**config.mk**
```make
export PLATFORM = sky130hd
export DESIGN_NAME = rotimm_unit
export DESIGN_NICKNAME = d
export VERILOG_FILES = /design/src/rtl/rotimm_pkg.sv /design/src/rtl/rotimm_decode.sv /design/src/rtl/rotimm_trial.sv /design/src/rtl/rotimm_search.sv /design/src/rtl/rotimm_unit.sv
export SDC_FILE = /design/constraint.sdc
export NUM_CORES = 1
export LEC_CHECK = 0
export BUFFER_PORTS_ARGS = -buffer_cell sky130_fd_sc_hd__buf_2
export CAP_MARGIN = 20
export CORE_UTILIZATION = 48
export CTS_BUF_LIST = sky130_fd_sc_hd__clkbuf_4
export CTS_CLUSTER_DIAMETER = 200
export CTS_CLUSTER_SIZE = 24
export DETAILED_ROUTE_END_ITERATION = 16
export PLACE_DENSITY_LB_ADDON = 0.08
export SETUP_SLACK_MARGIN = 0.5
export SLEW_MARGIN = 0
export SYNTH_ARGS = -nofsm -noshare
export SYNTH_HDL_FRONTEND = slang
export SYNTH_HIERARCHICAL = 1
export SYNTH_SLANG_ARGS = --single-unit
export TNS_END_PERCENT = 20
```
**constraint.sdc**
```tcl
create_clock -name clk -period 4.93 [get_ports clk]
set_input_delay 0.986 -clock clk [delete_from_list [all_inputs] [get_ports clk]]
set_output_delay 0.986 -clock clk [all_outputs]
set_load 0.02 [all_outputs]
```
**src/rtl/rotimm_pkg.sv**
```systemverilog
package rotimm_pkg;
  localparam int WORD_W = 32;
  localparam int BYTE_W = 8;
  localparam int ROT_W  = 4;
  localparam int ENC_W  = BYTE_W + ROT_W;
  localparam int N_ROT  = 1 << ROT_W;
  localparam int STEP   = WORD_W / N_ROT;

  typedef logic [WORD_W-1:0] word_t;
  typedef logic [BYTE_W-1:0] byte_t;
  typedef logic [ROT_W-1:0]  rot_t;

  // Rotate field in the upper bits, byte in the lower bits.
  typedef struct packed {
    rot_t  rot;
    byte_t imm;
  } enc_t;

  function automatic word_t ror_word(word_t v, int unsigned amt);
    int unsigned a;
    a = amt % WORD_W;
    if (a == 0) return v;
    return (v >> a) | (v << (WORD_W - a));
  endfunction

  function automatic word_t rol_word(word_t v, int unsigned amt);
    int unsigned a;
    a = amt % WORD_W;
    if (a == 0) return v;
    return (v << a) | (v >> (WORD_W - a));
  endfunction

  function automatic word_t expand(enc_t e);
    return ror_word({{(WORD_W-BYTE_W){1'b0}}, e.imm}, STEP * int'(e.rot));
  endfunction
endpackage

```
**src/rtl/rotimm_decode.sv**
```systemverilog
module rotimm_decode
  import rotimm_pkg::*;
(
  input  enc_t  code,
  output word_t value
);
  always_comb value = expand(code);
endmodule

```
**src/rtl/rotimm_trial.sv**
```systemverilog
module rotimm_trial
  import rotimm_pkg::*;
(
  input  word_t value,
  input  rot_t  rot,
  output logic  hit,
  output byte_t imm
);
  word_t undone;

  // Undo the right rotation: the constant fits when what remains is a byte.
  always_comb begin
    undone = rol_word(value, STEP * int'(rot));
    hit    = (undone[WORD_W-1:BYTE_W] == '0);
    imm    = undone[BYTE_W-1:0];
  end
endmodule

```
**src/rtl/rotimm_search.sv**
```systemverilog
module rotimm_search
  import rotimm_pkg::*;
(
  input  logic  clk,
  input  logic  rst,
  input  logic  start,
  input  word_t value,
  output logic  busy,
  output logic  done,
  output logic  valid,
  output enc_t  enc
);
  word_t val_q;
  rot_t  rot_q;
  logic  busy_q, done_q, valid_q;
  enc_t  enc_q;

  // Named internal events
  logic  accept;
  logic  probe_hit;
  byte_t probe_imm;
  logic  last_probe;
  logic  finish;

  rotimm_trial u_trial (
    .value (val_q),
    .rot   (rot_q),
    .hit   (probe_hit),
    .imm   (probe_imm)
  );

  assign accept     = start & ~busy_q;
  assign last_probe = (rot_q == rot_t'(N_ROT - 1));
  assign finish     = busy_q & (probe_hit | last_probe);

  always_ff @(posedge clk) begin
    if (rst) begin
      val_q   <= '0;
      rot_q   <= '0;
      busy_q  <= 1'b0;
      done_q  <= 1'b0;
      valid_q <= 1'b0;
      enc_q   <= '0;
    end else begin
      done_q <= 1'b0;
      if (accept) begin
        val_q   <= value;
        rot_q   <= '0;
        busy_q  <= 1'b1;
        valid_q <= 1'b0;
        enc_q   <= '0;
      end else if (busy_q) begin
        if (probe_hit) begin
          busy_q  <= 1'b0;
          done_q  <= 1'b1;
          valid_q <= 1'b1;
          enc_q   <= '{rot: rot_q, imm: probe_imm};
        end else if (last_probe) begin
          busy_q  <= 1'b0;
          done_q  <= 1'b1;
          valid_q <= 1'b0;
          enc_q   <= '0;
        end else begin
          rot_q <= rot_q + 1'b1;
        end
      end
    end
  end

  assign busy  = busy_q;
  assign done  = done_q;
  assign valid = valid_q;
  assign enc   = enc_q;

  assert_done_pulse_R5: assert property (@(posedge clk) disable iff (rst)
    done_q |=> !done_q);

  assert_done_after_busy_R5: assert property (@(posedge clk) disable iff (rst)
    done_q |-> $past(busy_q));

  assert_fail_zero_R6: assert property (@(posedge clk) disable iff (rst)
    (done_q && !valid_q) |-> (enc_q == '0));

  assert_roundtrip_R2: assert property (@(posedge clk) disable iff (rst)
    (done_q && valid_q) |-> (expand(enc_q) == val_q));

  assert_busy_after_accept_R8: assert property (@(posedge clk) disable iff (rst)
    accept |=> (busy_q && !done_q));

  assert_start_ignored_R7: assert property (@(posedge clk) disable iff (rst)
    (busy_q && start) |=> (val_q == $past(val_q)));

  assert_result_hold_R9: assert property (@(posedge clk) disable iff (rst)
    (!accept && !finish) |=> ($stable(enc_q) && $stable(valid_q)));
endmodule

```
**src/rtl/rotimm_unit.sv**
```systemverilog
module rotimm_unit
  import rotimm_pkg::*;
(
  input  logic              clk,
  input  logic              rst,
  input  logic              start,
  input  logic [WORD_W-1:0] value_in,
  output logic              busy,
  output logic              done,
  output logic              valid,
  output logic [ENC_W-1:0]  enc_out,
  input  logic [ENC_W-1:0]  dec_in,
  output logic [WORD_W-1:0] dec_out
);
  enc_t  enc_s;
  enc_t  dec_code;
  word_t dec_val;

  rotimm_search u_search (
    .clk   (clk),
    .rst   (rst),
    .start (start),
    .value (value_in),
    .busy  (busy),
    .done  (done),
    .valid (valid),
    .enc   (enc_s)
  );

  assign dec_code = dec_in;

  rotimm_decode u_decode (
    .code  (dec_code),
    .value (dec_val)
  );

  assign enc_out = enc_s;
  assign dec_out = dec_val;
endmodule

```
## Word level (Yosys, flattened, before mapping)

Index checks and enable logic that the tools add are counted.

- Bits in registers: 51
- Bits of input ports: 47
- Output and inout bits: 47
- Word-level logic and storage cells: 45

- $add $sub $neg: 3
- Eq/ne operators: 1
- Shifts and indexed selects: 4
- Muxes and demuxes: 16
- Bitwise gates (word level): 6
- Reductions and logical operators: 8

Operators by type and width:

| operator | count |
|---|---|
| $mux W32 | 4 |
| $logic_not A32 Y1 | 2 |
| $or A32 B32 Y32 | 2 |
| $shl A32 B5 Y32 | 1 |
| $shl A8 B32 Y32 | 1 |
| $shr A32 B32 Y32 | 1 |
| $shr A8 B5 Y32 | 1 |
| $logic_not A24 Y1 | 1 |
| $mux W12 | 2 |
| $sub A6 B5 Y7 const A | 2 |
| $mux W1 | 10 |
| $add A4 B1 Y4 const B | 1 |
| $eq A4 B4 Y1 const B | 1 |
| $not A1 Y1 | 3 |
| $reduce_and A3 Y1 | 1 |
| $reduce_or A3 Y1 | 1 |
| $reduce_and A2 Y1 | 1 |
| $reduce_bool A2 Y1 | 1 |
| $reduce_or A2 Y1 | 1 |
| $and A1 B1 Y1 | 1 |

## Longest topological paths before layout

Gate-level depths: netlist of the first run.

- Word-level depth: 8
- Mapped depth: 18
- Gate-level depth less buffers: 12

## By module

The synthesis of the first run kept the hierarchy.

Modules (own cells, without submodules):

| module | times used | cells an instance | area each (µm²) | seq. area each (µm²) |
|---|---|---|---|---|
| rotimm_trial | 1 | 347 | 2705.1 | 0.0 |
| rotimm_search | 1 | 229 | 1863.0 | 1021.0 |
| rotimm_decode | 1 | 152 | 985.9 | 0.0 |

## Worst setup path before layout of the first run

Ideal clock, no wire load.

- Path kind: input-to-output
- Start: input port dec_in[8]
- End: output port dec_out[18]
- Arrival time: 2.950 ns
- Required time: 3.944 ns
- Slack: 0.994 ns
- Stages on the path: 9
- Path buffers: 4
- Path through: buf_6 -> buf_2 -> inv_1 -> ha_1 -> clkbuf_2 -> buf_2 -> nand2_1 -> o2bb2a_1 -> o32ai_1

- Cells in the longest elaborated chain, start to end: 4
- Elaborated cells between the ends (all ways): 7
- Classes of those cells: 1 x add/sub; 2 x shift; 2 x mux; 1 x bitwise; 1 x reduce/logical

RTL lines:

| what | RTL line | RTL |
|---|---|---|
| start, declared | rotimm_unit.sv:12 | `input logic [ENC_W-1:0] dec_in,` |
| $sub A6 B5 Y7 | rotimm_pkg.sv:23 | `return (v >> a) \| (v << (WORD_W - a));` |
| $shl A8 B32 Y32 | rotimm_pkg.sv:23 |  |
| $or A32 B32 Y32 | rotimm_pkg.sv:23 |  |
| $mux W32 (*) | rotimm_pkg.sv:23 |  |
| end, declared | rotimm_unit.sv:13 | `output logic [WORD_W-1:0] dec_out` |

Every way passes the cells marked *; elsewhere a longest branch is shown, timed or not.

## Final worst setup path of the first run

- Start: input port dec_in[9]
- End: output port dec_out[7]

Same word-level chain as after synthesis.

==> flow_summary.yaml, run 1 <==
detailed_routing:
  via_count: 6170
  drcViolationCount: 0
  wl_per_cell_um: 19.9
  via_per_inst: 6.63
  firstDrtPassIters: 6
  first_iter_violations: 673
  drt_wl_total_um: 18500
  drt.antenna.violating_nets: 0
sta:
  worstMarginPinSlew_ns: 1.07
  relSlewSlack_pct: 27.7
  rsz0062_at_grt: "no"
  hold_violations: 0
  hold_ws_ns: 0.484
  clock_skew_ns: 0.00454
  fmax_mhz: 239
  fin_ws_ns: 0.753
  layout_min_cycle_time_ns: 4.18
  tns_ns: 0
  fin_crit_sh_pct: 84.7
  setup_viol: 0
  drv_slew: 0
die:
  ios: 94
  die_w_um: 110
  die_y_um: 110
  fp.coreArea_mm2: 0.0111
  fp.dieArea_mm2: 0.0120
  std_cell_rows: 38
  initial_utilization_pct: 50.1
global_route:
  grt.busiest_layer: "met2"
  grt_max_degree: 42
  grt_pass1_vias: 5518
  grt.met1_usage_pct: 43.9
  grt_use_met2_pct: 48.3
  grt_pass1_wl_um: 29200
  grt_antenna_before_repair: 0
  gr-usage-all-layers_pct: 31.5
  grt-ovfl-total: 0
  global_route.usage.met3_pct: 4.80
min_path:
  hp-class: "reg2reg"
  worstHoldPathCells: 2
  worst_hold_path.endpoint: "u_search/enc[11]$_SDFFE_PP0P_"
  worstHoldStart: "u_search/enc[11]$_SDFFE_PP0P_"
logic_synthesis:
  ys_ff_latch: 51
  syn_nets: 778
  seq_area_frac_synth_pct: 18.4
  synth_edf_count: 0
  syn_area_per_cell_um2: 7.63
  netlist_area_mm2: 0.00555
  synth_flop_cell: "dfxtp_1"
  async_flop_share_pct: 0
  yosys.cell_types.count: 75
  synthCells: 728
  yosys_warnings: 6
clocking:
  clock_path_buffers: 2
  h-tree-depth: 2
  post_cts_buffers: 0
  root_buffer: "clkbuf_4"
  cts.sinks: 51
  clock_latency_ns: 0.40
  cts_buffers: 5
  holdBufCountCts: 0
  clkTransAtPathRegs_ns: 0.15
  post_cts_resized: 0
  cts_tree: "done"
setup_path:
  critical_path.slowest_cell: "ha_1"
  cpPeakStageDelay_ns: 0.56
  cp_common_cell: "buf_2"
  reg2reg_depth: 12
  crit_chain: "buf_2, inv_1, ha_1, mux2i_1, mux2_2, o31a_1, o22ai_1, buf_2"
  cp.required_ns: 3.94
  crit_family: "multiplexers"
  cp-end-kind: "primary output"
  critPathBufInv: 3
  setup.worst_path.class: "in2out"
  critPathMaxFanout: 11
  cp.depth: 8
  startpoint_type: "input pin"
  timing.rr.end: "u_search/enc[8]$_SDFFE_PP0P_"
  rrSetupSlack_ns: 0.84
  r2r-start: "u_search/rot_q[0]$_SDFFE_PP0P_"
  arrival_ns: 3.19
placement:
  place_inst: 923
  placed_cell_area_mm2: 0.00602
  portBuffers: 93
  dp_hpwl_um: 13800
  gp_congestion: 1.02
  dpl_worst_slack_ns: 0.821
final_layout:
  multiInputGateArea_mm2: 0.00414
  final_cells: 931
  fin_nets: 840
  regArea_mm2: 0.00102
  final_area_mm2: 0.00608
  synthToLayoutAreaGrowth_pct: 9.39
  antenna_cells: 0
  drive_gt1_share_pct: 23.9
  nFillCells: 1111
pwr:
  peakVddDrop_v: 0.000187
  p_leak_nw: 2.34
  powerDensity_mw_per_mm2: 207
flow_run:
  cap_viol_max_count: 0
status:
  status: "finished clean"
==> flip-flops by register name, indices dropped and copies added (netlist names) <==
register        cells
u_search/valid      1
u_search/val_q     32
u_search/busy       1
u_search/enc       12
u_search/done       1
u_search/rot_q      4
==> tightest hold or removal path: cells and delay by family, from the launching register on <==
kind,cells,cell delay (ns)
AOI/OAI and AO/OA,2,0.12
DFF,1,0.34
==> Yosys cell counts, types with 6 or more instances <==
cell type  instances  area share, %
buf_4             10            1.4
nor2b_1           10            1.1
nor3_1            25            2.3
mux4_2            33             13
a211oi_1           6           0.81
a31oi_1           10            1.1
o211ai_1          10            1.4
or3_1              6           0.68
a22o_1             6           0.95
dfxtp_1           51             18
clkbuf_1          16            1.1
buf_2             25            2.3
nor4_1             6           0.68
nor4b_1            7            1.1
a221oi_1           6           0.95
mux2_2            10            2.0
nor2_1            64            4.3
nand3_1           15            1.4
buf_6              6            1.2
mux2i_1           34            6.1
inv_1              8           0.54
o21ai_0           38            3.4
a22oi_1            6           0.81
nand2b_1           6           0.68
o22ai_1           14            1.6
a21oi_1           83            7.5
nand2_1          126            8.5
==> through the flow <==
stage | utilization (%) | power, mW
after floorplan | - | 0.887
after global placement | 54.3 | 1.04
after detailed placement | 54.3 | 1.04
after CTS | 54.8 | 1.25
after global routing | 54.8 | 1.32
final | 54.8 | 1.26
==> worst max path at each step <==
stage | start | end | slack [ns]
floorplan | dec_in[8] | dec_out[18] | 0.99
global placement | dec_in[9] | dec_out[7] | 0.84
detailed placement | dec_in[9] | dec_out[7] | 0.82
CTS | dec_in[9] | dec_out[7] | 0.82
global route | u_search/rot_q[0]$_SDFFE_PP0P_ | u_search/enc[6]$_SDFFE_PP0P_ | 0.50
finish | dec_in[9] | dec_out[7] | 0.75
==> layout by cell type, fill, tap and decap left out, types with 3 or more instances in the layout <==
| master | instances |
|---|---|
| or2_1 | 5 |
| mux4_2 | 33 |
| and3_1 | 3 |
| nor2b_1 | 9 |
| a22oi_1 | 6 |
| o2bb2ai_1 | 4 |
| mux2i_1 | 34 |
| xnor2_1 | 4 |
| buf_2 | 93 |
| dfxtp_1 | 50 |
| nor4bb_1 | 3 |
| o21a_1 | 3 |
| o22ai_1 | 14 |
| buf_4 | 23 |
| o32ai_1 | 3 |
| a22o_1 | 6 |
| nor4b_1 | 7 |
| a211oi_1 | 6 |
| inv_1 | 8 |
| o211ai_1 | 10 |
| or3_1 | 6 |
| or2_2 | 5 |
| a31oi_1 | 10 |
| nor3_1 | 25 |
| nand2b_1 | 6 |
| nand3_1 | 15 |
| nand4_1 | 3 |
| clkbuf_4 | 6 |
| a221oi_1 | 6 |
| nand2_1 | 126 |
| a21oi_1 | 83 |
| nor2_1 | 64 |
| nor4_1 | 6 |
| o31a_1 | 5 |
| mux2_2 | 10 |
| o221ai_1 | 3 |
| o21ai_0 | 38 |
==> power by group <==
part           total [mW]  internal, mW  switching (mW)
Combinational       0.583         0.233           0.349
Sequential          0.468         0.430          0.0382
Clock               0.205        0.0607           0.144
Total                1.26         0.724           0.531
==> kinds of logic (layout without fill, tap and decap cells) <==
kind of cell / after synthesis / in the layout / share of synthesized area [%]
AO/OA/AOI/OAI: 222 / 222 / 25.5
XOR/XNOR: 7 / 7 / 1.44
adder cells (fa/ha/maj): 3 / 3 / 0.676
buffers and inverters: 72 / 135 / 7.14
flip-flops: 51 / 51 / 18.4
multiplexers: 77 / 77 / 21.5
AND/OR/NAND/NOR: 296 / 296 / 25.3
==> routing by layer <==
layer,wire (um),share of wire [%]
met1,7870,43
met2,8340,45
met3,1620,8.7
met4,676,3.7
met5,0,0
==> cell type report <==
| type | instances | area share, % |
|---|---|---|
| multi-input combinational | 605 | 68.2 |
| sequential | 51 | 16.8 |
| timing repair buffer | 116 | 10.5 |
| tap | 140 | 2.88 |
| clock buffer | 6 | 0.741 |
| inverter | 11 | 0.680 |
| clock inverter | 2 | 0.206 |
Note: power is estimated with default switching activity, not from simulation.
==> run 2, diff against run 1 <==
==> constraint.sdc (replaced) <==
create_clock -name clk -period 4.06 [get_ports clk]
set_input_delay 0.812 -clock clk [delete_from_list [all_inputs] [get_ports clk]]
set_output_delay 0.812 -clock clk [all_outputs]
set_load 0.02 [all_outputs]
==> run 2 against run 1 <==
Global-route usage increased by 0.79 points; sequential share of layout area is 0.66 points lower; via count rose by 1.7%; sequential power rose by 22%; register-to-register slack got worse by 0.14 ns; wire length is 2.5% higher; clock power increased by 23%; die area stayed put; combinational power up 28%; total power is 25% higher; flip-flop and latch count is the same; critical path type unchanged; critical endpoint is now dec_out[16].
==> flow_summary.yaml, run 2 (synthesis gave the netlist of run 1 again) <==
clocking:
  clock_latency_ns: 0.42
  cts.sinks: 51
  h-tree-depth: 2
  clock_path_buffers: 2
  root_buffer: "clkbuf_4"
  cts_tree: "done"
  cts_buffers: 5
  clkTransAtPathRegs_ns: 0.15
die:
  fp.dieArea_mm2: 0.0120
  die_y_um: 110
  ios: 94
  std_cell_rows: 38
  fp.coreArea_mm2: 0.0111
  initial_utilization_pct: 50.1
  die_w_um: 110
setup_path:
  arrival_ns: 2.66
  setup.worst_path.class: "in2out"
  critical_path.slowest_cell: "ha_4"
  startpoint: "dec_in[9]"
  cpPeakStageDelay_ns: 0.31
  critPathBufInv: 4
  critPathMaxFanout: 12
  r2r-start: "u_search/rot_q[0]$_SDFFE_PP0P_"
  startpoint_type: "input pin"
  crit_family: "buffers and inverters"
  crit_chain: "clkbuf_4, clkinvlp_4, ha_4, buf_4, nor2_1, nand2_1, o31a_1, o21ai_0, buf_2"
  cp-end-kind: "primary output"
  cp.required_ns: 3.25
global_route:
  grt_pass1_vias: 5693
  grt_antenna_before_repair: 0
  gr-usage-all-layers_pct: 32.3
  grt-ovfl-total: 0
  grt_max_degree: 76
  grt_pass1_wl_um: 29600
sta:
  rsz0062_at_grt: "yes"
  fin_crit_sh_pct: 85.6
  tns_ns: 0
  worstMarginPinSlew_ns: 0.657
  hold_violations: 0
  relSlewSlack_pct: 55.8
  clock_skew_ns: 0.00899
  setup_viol: 0
  layout_min_cycle_time_ns: 3.48
  fmax_mhz: 288
  hold_ws_ns: 0.482
  drv_slew: 0
detailed_routing:
  drt_wl_total_um: 19000
  drcViolationCount: 0
  firstDrtPassIters: 7
  via_per_inst: 6.58
  first_iter_violations: 604
  drt.antenna.violating_nets: 0
  via_count: 6272
  wl_per_cell_um: 19.9
final_layout:
  regArea_mm2: 0.00102
  regMostFlops: "u_search/val_q"
  final_common_cell: "nand2_1"
  nFillCells: 1055
  synthToLayoutAreaGrowth_pct: 13.8
  drive_gt1_share_pct: 26.8
  largest_reg_flops: 32
  layout_common_cells: "125 x nand2_1, 92 x buf_2, 83 x a21oi_1"
  final_util_pct: 57.1
  multiInputGateArea_mm2: 0.00419
  fin_nets: 862
  antenna_cells: 0
placement:
  gp_congestion: 0.991
  portBuffers: 93
  dp_hpwl_um: 14000
pwr:
  powerDensity_mw_per_mm2: 248
  power_mw: 1.57
  peakVddDrop_v: 0.000214
  p_leak_nw: 2.45
min_path:
  worstHoldStart: "u_search/enc[11]$_SDFFE_PP0P_"
  hp-class: "reg2reg"
flow_run:
  cap_viol_max_count: 0
status:
  status: "finished clean"
==> run 2: cell count changes in the layout (fill, tap and decap cells not counted), moves of 2 or more <==
cell and delta:
buf_4 +18, inv_1 -2, buf_12 +2, clkinvlp_4 +2
==> run 2: routing by layer <==
layer	wire length (um)	part of all wire, %	track usage [%]
met1	7880	42	41.9
met2	8900	47	52.9
met3	1640	8.7	6.70
met4	555	2.9	11.9
met5	0	0	0
==> run 2: worst min-delay path: cells and delay by family, from the launching register on <==
family | cells | cell delay, ns
AO/OA/AOI/OAI | 2 | 0.12
flip-flops | 1 | 0.33
==> run 2: what timing repair did <==
action                                  4_1_cts  5_1_grt
gates resized for setup                       2       11
hold buffers                                  0        0
cloned                                        0        1
setup buffers                                 0       11
endpoints found under the setup margin       20       27
pin swaps                                     0        2
==> run 2: worst paths after layout <==
kind | endpoint | slack (ns) | cells past startpoint
worst min register to register | u_search/enc[11]$_SDFFE_PP0P_ | 0.48 | 2
worst max register to register | u_search/rot_q[0]$_SDFFE_PP0P_ | 0.70 | 15
worst min-delay path | u_search/enc[11]$_SDFFE_PP0P_ | 0.48 | 2
worst max-delay path | dec_out[16] | 0.58 | 9
==> run 2: per-stage QoR <==
step / area (um2) / std cells / worst slack (ns)
floorplan: 5550 / 728 / 0.472
global placement: 6100 / 933 / 0.366
detailed placement: 6100 / 933 / 0.325
CTS: 6170 / 941 / 0.513
global route: 6320 / 953 / 0.479
finish: 6320 / 953 / 0.583
==> run 2: cell type report <==
type                    instances  share of cell area [%]
flip-flops and latches         51                    16.2
multi-input cells             606                    66.3
clock buffers                   6                   0.712
repair buffers                137                    13.1
inverters                      11                   0.772
well taps                     140                    2.77
clock inverters                 2                   0.198
==> run 2: power by group <==
group	switching [mW]	internal (mW)
clock network	0.178	0.0736
logic	0.432	0.314
registers	0.0470	0.522
